==> src/rtl/spi_irq_pkg.sv <==
package spi_irq_pkg;
  localparam int FLAG_N = 4;
  localparam int FL_TXE = 0;
  localparam int FL_RXF = 1;
  localparam int FL_OVR = 2;
  localparam int FL_MDF = 3;
  // reset values: only transmit-empty comes up set
  localparam logic [FLAG_N-1:0] FLAG_RST = 4'b0001;

  typedef struct packed {
    logic tx_ie;
    logic rx_ie;
    logic err_ie;
    logic spi_en;
    logic dma_sel;
  } cfg_t;
endpackage

==> src/rtl/spi_evt_flag.sv <==
module spi_evt_flag #(
  parameter logic RST_VAL = 1'b0
) (
  input  logic clk,
  input  logic rst,
  input  logic set_i,
  input  logic clr_i,
  output logic q
);
  always_ff @(posedge clk) begin
    if (rst)        q <= RST_VAL;
    else if (set_i) q <= 1'b1;   // set has priority over clear
    else if (clr_i) q <= 1'b0;
  end
endmodule

==> src/rtl/spi_flag_ctl.sv <==
module spi_flag_ctl
  import spi_irq_pkg::*;
(
  input  logic              clk,
  input  logic              rst,
  input  logic              ev_tx_empty,
  input  logic              ev_rx_byte,
  input  logic              ev_mode_fault,
  input  logic              rd_status,
  input  logic              rd_rxdata,
  input  logic              wr_txdata,
  input  logic              wr_ctrl,
  input  logic              dma_sel,
  output logic [FLAG_N-1:0] flags
);
  logic [FLAG_N-1:0] set_v, clr_v;
  logic rx_arm;
  logic err_arm;

  always_comb begin
    set_v[FL_TXE] = ev_tx_empty;
    clr_v[FL_TXE] = wr_txdata;
    set_v[FL_RXF] = ev_rx_byte;
    clr_v[FL_RXF] = rd_rxdata && (dma_sel || rx_arm);
    set_v[FL_OVR] = ev_rx_byte && flags[FL_RXF];
    clr_v[FL_OVR] = wr_ctrl && err_arm;
    set_v[FL_MDF] = ev_mode_fault;
    clr_v[FL_MDF] = wr_ctrl && err_arm;
  end

  // status read that saw receive-full arms the data-read acknowledge
  always_ff @(posedge clk) begin
    if (rst)                           rx_arm <= 1'b0;
    else if (ev_rx_byte || rd_rxdata)  rx_arm <= 1'b0;
    else if (rd_status && flags[FL_RXF]) rx_arm <= 1'b1;
  end

  // status read that saw an error flag arms the control-write acknowledge
  always_ff @(posedge clk) begin
    if (rst)          err_arm <= 1'b0;
    else if (wr_ctrl) err_arm <= 1'b0;
    else if (rd_status && (flags[FL_OVR] || flags[FL_MDF])) err_arm <= 1'b1;
  end

  for (genvar i = 0; i < FLAG_N; i++) begin : g_flag
    spi_evt_flag #(.RST_VAL(FLAG_RST[i])) u_flag (
      .clk   (clk),
      .rst   (rst),
      .set_i (set_v[i]),
      .clr_i (clr_v[i]),
      .q     (flags[i])
    );
  end

  AST_RX_HOLD: assert property (@(posedge clk) disable iff (rst)
    (flags[FL_RXF] && rd_rxdata && !dma_sel && !rx_arm && !rst) |=> flags[FL_RXF]);
  AST_TX_STICKY: assert property (@(posedge clk) disable iff (rst)
    (flags[FL_TXE] && !wr_txdata) |=> flags[FL_TXE]);
  AST_SET_WINS: assert property (@(posedge clk) disable iff (rst)
    ev_rx_byte |=> flags[FL_RXF]);
  AST_OVERRUN: assert property (@(posedge clk) disable iff (rst)
    (ev_rx_byte && flags[FL_RXF]) |=> flags[FL_OVR]);
endmodule

==> src/rtl/spi_req_route.sv <==
module spi_req_route
  import spi_irq_pkg::*;
(
  input  logic              clk,
  input  logic              rst,
  input  logic [FLAG_N-1:0] flags,
  input  cfg_t              cfg,
  output logic              irq_tx,
  output logic              dma_tx,
  output logic              dma_rx,
  output logic              irq_rx_err
);
  logic tx_req, rx_req, err_req;

  always_comb begin
    tx_req  = flags[FL_TXE] && cfg.tx_ie && cfg.spi_en;
    rx_req  = flags[FL_RXF] && cfg.rx_ie;
    err_req = cfg.err_ie && (flags[FL_OVR] || flags[FL_MDF]);
  end

  always_ff @(posedge clk) begin
    if (rst) begin
      irq_tx     <= 1'b0;
      dma_tx     <= 1'b0;
      dma_rx     <= 1'b0;
      irq_rx_err <= 1'b0;
    end else begin
      irq_tx     <= tx_req && !cfg.dma_sel;
      dma_tx     <= tx_req && cfg.dma_sel;
      dma_rx     <= rx_req && cfg.dma_sel;
      irq_rx_err <= (rx_req && !cfg.dma_sel) || err_req;
    end
  end

  AST_TX_EXCL: assert property (@(posedge clk) disable iff (rst)
    !(irq_tx && dma_tx));
  AST_TX_GATED: assert property (@(posedge clk) disable iff (rst)
    (irq_tx || dma_tx) |-> $past(flags[FL_TXE] && cfg.tx_ie && cfg.spi_en));
  AST_RX_DMA: assert property (@(posedge clk) disable iff (rst)
    dma_rx |-> $past(flags[FL_RXF] && cfg.rx_ie && cfg.dma_sel));
  AST_ERR_IRQ: assert property (@(posedge clk) disable iff (rst)
    $past(!rst && cfg.err_ie && (flags[FL_OVR] || flags[FL_MDF])) |-> irq_rx_err);
endmodule

==> src/rtl/spi_irq_dma_ctl.sv <==
module spi_irq_dma_ctl
  import spi_irq_pkg::*;
(
  input  logic clk,
  input  logic rst,
  input  logic ev_tx_empty,
  input  logic ev_rx_byte,
  input  logic ev_mode_fault,
  input  logic rd_status,
  input  logic rd_rxdata,
  input  logic wr_txdata,
  input  logic wr_ctrl,
  input  logic cfg_tx_ie,
  input  logic cfg_rx_ie,
  input  logic cfg_err_ie,
  input  logic cfg_spi_en,
  input  logic cfg_dma_sel,
  output logic tx_empty,
  output logic rx_full,
  output logic overrun,
  output logic mode_fault,
  output logic irq_tx,
  output logic dma_tx,
  output logic dma_rx,
  output logic irq_rx_err
);
  logic [FLAG_N-1:0] flags;
  cfg_t cfg;

  always_comb begin
    cfg.tx_ie   = cfg_tx_ie;
    cfg.rx_ie   = cfg_rx_ie;
    cfg.err_ie  = cfg_err_ie;
    cfg.spi_en  = cfg_spi_en;
    cfg.dma_sel = cfg_dma_sel;
  end

  spi_flag_ctl u_flags (
    .clk           (clk),
    .rst           (rst),
    .ev_tx_empty   (ev_tx_empty),
    .ev_rx_byte    (ev_rx_byte),
    .ev_mode_fault (ev_mode_fault),
    .rd_status     (rd_status),
    .rd_rxdata     (rd_rxdata),
    .wr_txdata     (wr_txdata),
    .wr_ctrl       (wr_ctrl),
    .dma_sel       (cfg_dma_sel),
    .flags         (flags)
  );

  spi_req_route u_route (
    .clk        (clk),
    .rst        (rst),
    .flags      (flags),
    .cfg        (cfg),
    .irq_tx     (irq_tx),
    .dma_tx     (dma_tx),
    .dma_rx     (dma_rx),
    .irq_rx_err (irq_rx_err)
  );

  assign tx_empty   = flags[FL_TXE];
  assign rx_full    = flags[FL_RXF];
  assign overrun    = flags[FL_OVR];
  assign mode_fault = flags[FL_MDF];

  AST_RST_STATE: assert property (@(posedge clk)
    $past(rst) |-> (tx_empty && !rx_full && !overrun && !mode_fault
                    && !irq_tx && !dma_tx && !dma_rx && !irq_rx_err));
endmodule

==> config.mk <==
export PLATFORM = sky130hd
export DESIGN_NAME = spi_irq_dma_ctl
export DESIGN_NICKNAME = d
export VERILOG_FILES = /design/src/rtl/spi_irq_pkg.sv /design/src/rtl/spi_evt_flag.sv /design/src/rtl/spi_flag_ctl.sv /design/src/rtl/spi_req_route.sv /design/src/rtl/spi_irq_dma_ctl.sv
export SDC_FILE = /design/constraint.sdc
export NUM_CORES = 1
export LEC_CHECK = 0
export BUFFER_PORTS_ARGS = -buffer_cell sky130_fd_sc_hd__buf_4
export CORE_AREA = 2 2 39 41
export DETAILED_ROUTE_END_ITERATION = 8
export DIE_AREA = 0 0 41 43
export SYNTH_ARGS = -nofsm -noshare
export SYNTH_HDL_FRONTEND = slang
export SYNTH_SLANG_ARGS = --single-unit
==> constraint.sdc <==
create_clock -name clk -period 0.9 [get_ports clk]
set_input_delay 0.18 -clock clk [delete_from_list [all_inputs] [get_ports clk]]
set_output_delay 0.18 -clock clk [all_outputs]
set_load 0.05 [all_outputs]
==> results of run 1 <==
## repair_timing
action,in CTS,in global routing
gates resized for setup,17,6
endpoints found under the setup margin,8,11
setup buffers,4,0
pin swaps,0,1
## path summary, 6_finish.rpt
path / cells after the start / startpoint / slack (ns) / endpoint
max reg2reg: 3 / u_flags.g_flag[2].u_flag.q / 0.03 / u_flags.g_flag[2].u_flag.q
min: 2 / wr_txdata / 0.09 / u_flags.g_flag[0].u_flag.q
max: 1 / u_flags.g_flag[2].u_flag.q / -0.03 / overrun
min reg2reg: 2 / u_flags.rx_arm / 0.52 / u_flags.rx_arm
## cells by family (layout without fill, tap and decap cells)
group / count (synthesis) / after routing / share of synthesized area
AO/OA/AOI/OAI: 9 / 9 / 0.176
flip-flops: 10 / 10 / 0.576
AND/OR/NAND/NOR: 13 / 13 / 0.212
buffers and inverters: 3 / 30 / 0.0360
## cells in the mapped netlist, types with 2 or more instances
library cell / number
nor2_1: 3
a21oi_1: 3
inv_1: 2
nor3_1: 2
o21ai_0: 2
nor4_1: 2
dfxtp_1: 10
## report_power, final
group | leakage [µW] | internal, µW | switching [µW] | total, µW
registers | 0.0000846 | 465 | 15.4 | 481
clock network | 0.0000138 | 154 | 138 | 292
logic | 0.000195 | 120 | 114 | 234
total | 0.000294 | 739 | 267 | 1010
## placed cells by master, fill, tap and decap left out, types with 2 or more instances in the layout
cell      Yosys  layout
dfxtp_2       0       7
nor4_1        2       2
buf_4         0      17
buf_8         0       7
inv_1         2       2
clkbuf_4      0       3
a21oi_1       3       2
o21ai_0       2       2
nor2_1        3       3
dfxtp_1      10       2
nor3_1        2       2
## registers in the layout, indices dropped and copies added (netlist names)
register / cells
u_flags.g_flag.u_flag.q: 4
u_flags.err_arm: 1
u_flags.rx_arm: 1
u_route.dma_rx: 1
u_route.dma_tx: 1
u_route.irq_rx_err: 1
u_route.irq_tx: 1
## stage by stage
stage               setup WS, ns  utilization  total power [µW]  setup TNS, ns
floorplan                -0.0189            -               589        -0.0189
global placement          0.0709        0.380               671              0
detailed placement        0.0509        0.380               673              0
CTS                      -0.0409        0.456              1010         -0.192
global route             -0.0596        0.471              1060         -0.380
finish                   -0.0334        0.471              1010         -0.119
## worst register-to-register path, delay by kind of cell (launching register included)
kind                   cells  cell delay, ns
flip-flops                 1            0.35
AO/OA/AOI/OAI              2            0.34
buffers and inverters      1            0.12
## routing by layer
| layer | global-route usage | routed length [µm] |
|---|---|---|
| met5 | 0 | 0 |
| met4 | 0.0800 | 14 |
| met3 | 0.0471 | 67 |
| met2 | 0.138 | 353 |
| met1 | 0.139 | 377 |
## area by class of cell
| cell class | count | area share |
|---|---|---|
| inverters | 2 | 0.0115 |
| well taps | 16 | 0.0307 |
| multi-input cells | 22 | 0.223 |
| repair buffers | 25 | 0.374 |
| clock buffers | 3 | 0.0345 |
| flip-flops and latches | 10 | 0.326 |
==> impl_metrics.yaml, run 1 <==
worst_setup_path:
  arrival_ns: 0.75
  critPathKind: "register to primary output"
  worst_path_largest_cell_delay_ns: 0.35
  worstSetupEndpointType: "primary output"
  cp_slowest_cell: "dfxtp_2"
  cpLargestDelayFamily: "flip-flops"
  startpoint_type: "register"
  crit_chain: "buf_8"
  cp_max_fo: 2
  cp.required_ns: 0.72
  path_buf_inv: 1
final_layout:
  num-fill-cells: 133
  fin_area_um2: 652
  instances_no_fill: 78
  regArea_um2: 213
  syn_to_final_growth_pct: 87.4
  diodes: 0
  final_nets: 78
  multiInputGateArea_um2: 145
  drive_gt1_frac: 0.645
timing:
  worst_pin_slew_ns: 0.195
  slew_viol_final: 0
  setup_viol: 8
  fmax_ghz: 1.07
  holdWs_ns: 0.0920
  worst_slack_ns: -0.0334
  min_period_over_period: 1.04
  relSlewSlack: 0.869
  final-hold-violation-count: 0
  min_period_ns: 0.933
  clock_skew_ns: 0.00214
  rsz0062_at_grt: "true"
clock_network:
  clock-sinks: 10
  clk_pin_slew_ns: 0.06
  cts_buffers: 3
  postCtsHoldBufs: 0
  cts_max_level: 1
  root_buffer: "clkbuf_4"
  cts_max_path_buffers: 2
  cts_tree: "yes"
  worstSkewPairLatency_ns: 0.26
status:
  violations: "negative setup slack"
  outcome: "finished, violations left"
placed_design:
  port_buffers: 21
  hpwl_um: 585
  dpl_cell_area_um2: 526
  place_congestion: 0.740
  dpl.cell_count: 71
yosys:
  synthFlopType: "dfxtp_1"
  async_reset_ff_frac: 0
  synth_edf_count: 0
  ys_seq_area_frac: 0.576
  synth_top_area_share: 0.576
  yosysUniqueCellTypes: 18
  synth.area.top_cells: "dfxtp_1 (58%), a21oi_1 (4.3%), nor4_1 (3.6%)"
  yosysTopAreaCell: "dfxtp_1"
  synth_cells: 35
  synth_area_um2: 348
  yosys_warnings: 0
  postSynthAreaPerCell_um2: 9.94
  ys_seq_elements: 10
  syn_nets: 49
global_routing:
  grt_pass1_wl_um: 1260
  grt_max_degree: 11
  antenna_found_initial: 0
  overflow: 0
  grtUsageTotal: 0.109
  grt_pass1_vias: 322
detailed_routing:
  drt_pre_antenna_iters: 3
  drtAntennaViolNets: 0
  drtIter0Drc: 3
  routedWlPerCell_um: 10.4
  wirelength_um: 813
  drc_errors: 0
  dr_total_vias: 343
  via_per_inst: 4.40
die:
  fp.dieW_um: 41
  initial_core_util: 0.251
  ioPinCount: 22
  fp.dieH_um: 43
  placementRows: 14
  die_area_mm2: 0.00176
  core_mm2: 0.00138
power:
  p_leak_uw: 0.000294
  powerDensity_mw_per_mm2: 1540
  max-vdd-ir-drop_mv: 0.534
job:
  cap_violations: 0
hold_path:
  hp-class: "input pin to register"
Power figures use the tool's default switching activity.
==> run 2: changes to the inputs <==
==> constraint.sdc (replaced) <==
create_clock -name clk -period 1.2 [get_ports clk]
set_input_delay 0.24 -clock clk [delete_from_list [all_inputs] [get_ports clk]]
set_output_delay 0.24 -clock clk [all_outputs]
set_load 0.05 [all_outputs]
==> run 2 against run 1 <==
Effect of this change:
- final area shrank 15%
- global-route usage shrank 0.47 points
- core utilization shrank 6.9 points
- the flow now finishes without violations
- via count shrank 0.58%
- setup slack gained 0.11 ns
- combinational power shrank 42%
- clock power is essentially flat
- largest power group unchanged
- clock-buffer cell count grew 1
- critical path type unchanged
==> impl_metrics.yaml, run 2 (synthesis results as in run 1) <==
status:
  outcome: "completed"
die:
  fp.dieW_um: 41
  placementRows: 14
  initial_core_util: 0.251
  core_mm2: 0.00138
  die_area_mm2: 0.00176
  ioPinCount: 22
  fp.dieH_um: 43
power:
  powerDensity_mw_per_mm2: 1410
  power_uw: 787
  max-vdd-ir-drop_mv: 0.417
  p_leak_uw: 0.000261
timing:
  rsz0062_at_grt: "false"
  setup-tns-final_ns: 0
  fmax_ghz: 0.886
  min_period_over_period: 0.940
  setup_viol: 0
  clock_skew_ns: 0.00115
  final-hold-violation-count: 0
  relSlewSlack: 0.870
  worst_pin_slew_ns: 0.194
  slew_viol_final: 0
  min_period_ns: 1.13
worst_setup_path:
  worstSetupEndpointType: "primary output"
  cp_max_fo: 6
  arrival_ns: 0.89
  crit_chain: "buf_4"
  startpoint_type: "register"
  worst_path_largest_cell_delay_ns: 0.40
  r2r_start: "u_flags.rx_arm"
  reg2reg_depth: 2
  cp.required_ns: 0.96
  critPathKind: "register to primary output"
  r2r_slack_ns: 0.36
  cp_slowest_cell: "dfxtp_1"
  cpLargestDelayFamily: "flip-flops"
  r2r-end: "u_flags.g_flag[1].u_flag.q"
  path_buf_inv: 1
global_routing:
  grt_pass1_vias: 306
  antenna_found_initial: 0
  overflow: 0
  grt_pass1_wl_um: 1180
  grt_max_degree: 11
  grtUsageTotal: 0.104
clock_network:
  cts_resized: 0
  cts_max_path_buffers: 2
  root_buffer: "clkbuf_4"
  clock-sinks: 10
  cts_tree: "yes"
  post_cts_buffers: 0
  postCtsHoldBufs: 0
  cts_buffers: 3
  clk_pin_slew_ns: 0.07
  cts_max_level: 1
  worstSkewPairLatency_ns: 0.25
hold_path:
  min_delay_path_depth: 2
  worstHoldStart: "rd_rxdata"
  hp-class: "input pin to register"
  min_to: "u_flags.rx_arm"
detailed_routing:
  drc_errors: 0
  drtAntennaViolNets: 0
  wirelength_um: 731
  routedWlPerCell_um: 9.75
  dr_total_vias: 341
  drt_pre_antenna_iters: 3
  via_per_inst: 4.55
  drtIter0Drc: 3
placed_design:
  hpwl_um: 616
  place_congestion: 0.633
  port_buffers: 21
final_layout:
  final_common_cell: "buf_4"
  largest_reg_flops: 4
  num-fill-cells: 152
  most-common-layout-cells: "buf_4 (21), dfxtp_1 (10), a21oi_1 (3), nor2_1 (3), clkbuf_4 (3)"
  diodes: 0
  top_register: "u_flags.g_flag.u_flag.q"
  final_nets: 74
  syn_to_final_growth_pct: 60.1
  drive_gt1_frac: 0.458
job:
  cap_violations: 0
-- run 2: metrics by stage --
stage	worst slack [ns]	hold slack, ns	instance area (µm²)	util	instances
after floorplan	0.115	0.316	348	-	35
after global placement	0.317	0.419	520	0.376	71
after detailed placement	0.298	0.422	520	0.376	71
after CTS	0.0630	0.146	557	0.402	75
after global routing	0.00259	0.142	557	0.402	75
final	0.0717	0.152	557	0.402	75
-- run 2: power breakdown --
part | switching [µW] | internal [µW] | leakage, µW
logic | 75.6 | 60.3 | 0.000158
registers | 11.0 | 347 | 0.0000820
clock network | 109 | 184 | 0.0000210
total | 196 | 591 | 0.000261
-- run 2: routing by layer --
| metal | global-route usage | up-vias | share of wire |
|---|---|---|---|
| met5 | 0 | - | 0 |
| met4 | 0.100 | 0 | 0.030 |
| met3 | 0.0314 | 2 | 0.089 |
| met2 | 0.138 | 13 | 0.46 |
| met1 | 0.124 | 152 | 0.42 |
| li1 | - | 174 | - |
-- run 2: worst max path at each step --
| stage | start | endpoint | cells past startpoint |
|---|---|---|---|
| final | u_flags.g_flag[1].u_flag.q | rx_full | 1 |
| after global routing | u_flags.g_flag[1].u_flag.q | rx_full | 1 |
| after CTS | u_flags.g_flag[1].u_flag.q | rx_full | 1 |
| after detailed placement | cfg_dma_sel | u_flags.g_flag[1].u_flag.q | 3 |
| after global placement | cfg_dma_sel | u_flags.g_flag[1].u_flag.q | 3 |
| after floorplan | u_flags.g_flag[2].u_flag.q | u_flags.g_flag[2].u_flag.q | 2 |
-- run 2: layout make-up --
type | instances | area [µm²] | share of cell area
sequential | 10 | 200 | 0.360
timing repair buffer | 21 | 158 | 0.283
multi-input combinational | 22 | 135 | 0.243
clock buffer | 4 | 36.3 | 0.0652
tap | 16 | 20.0 | 0.0360
inverter | 2 | 7.51 | 0.0135
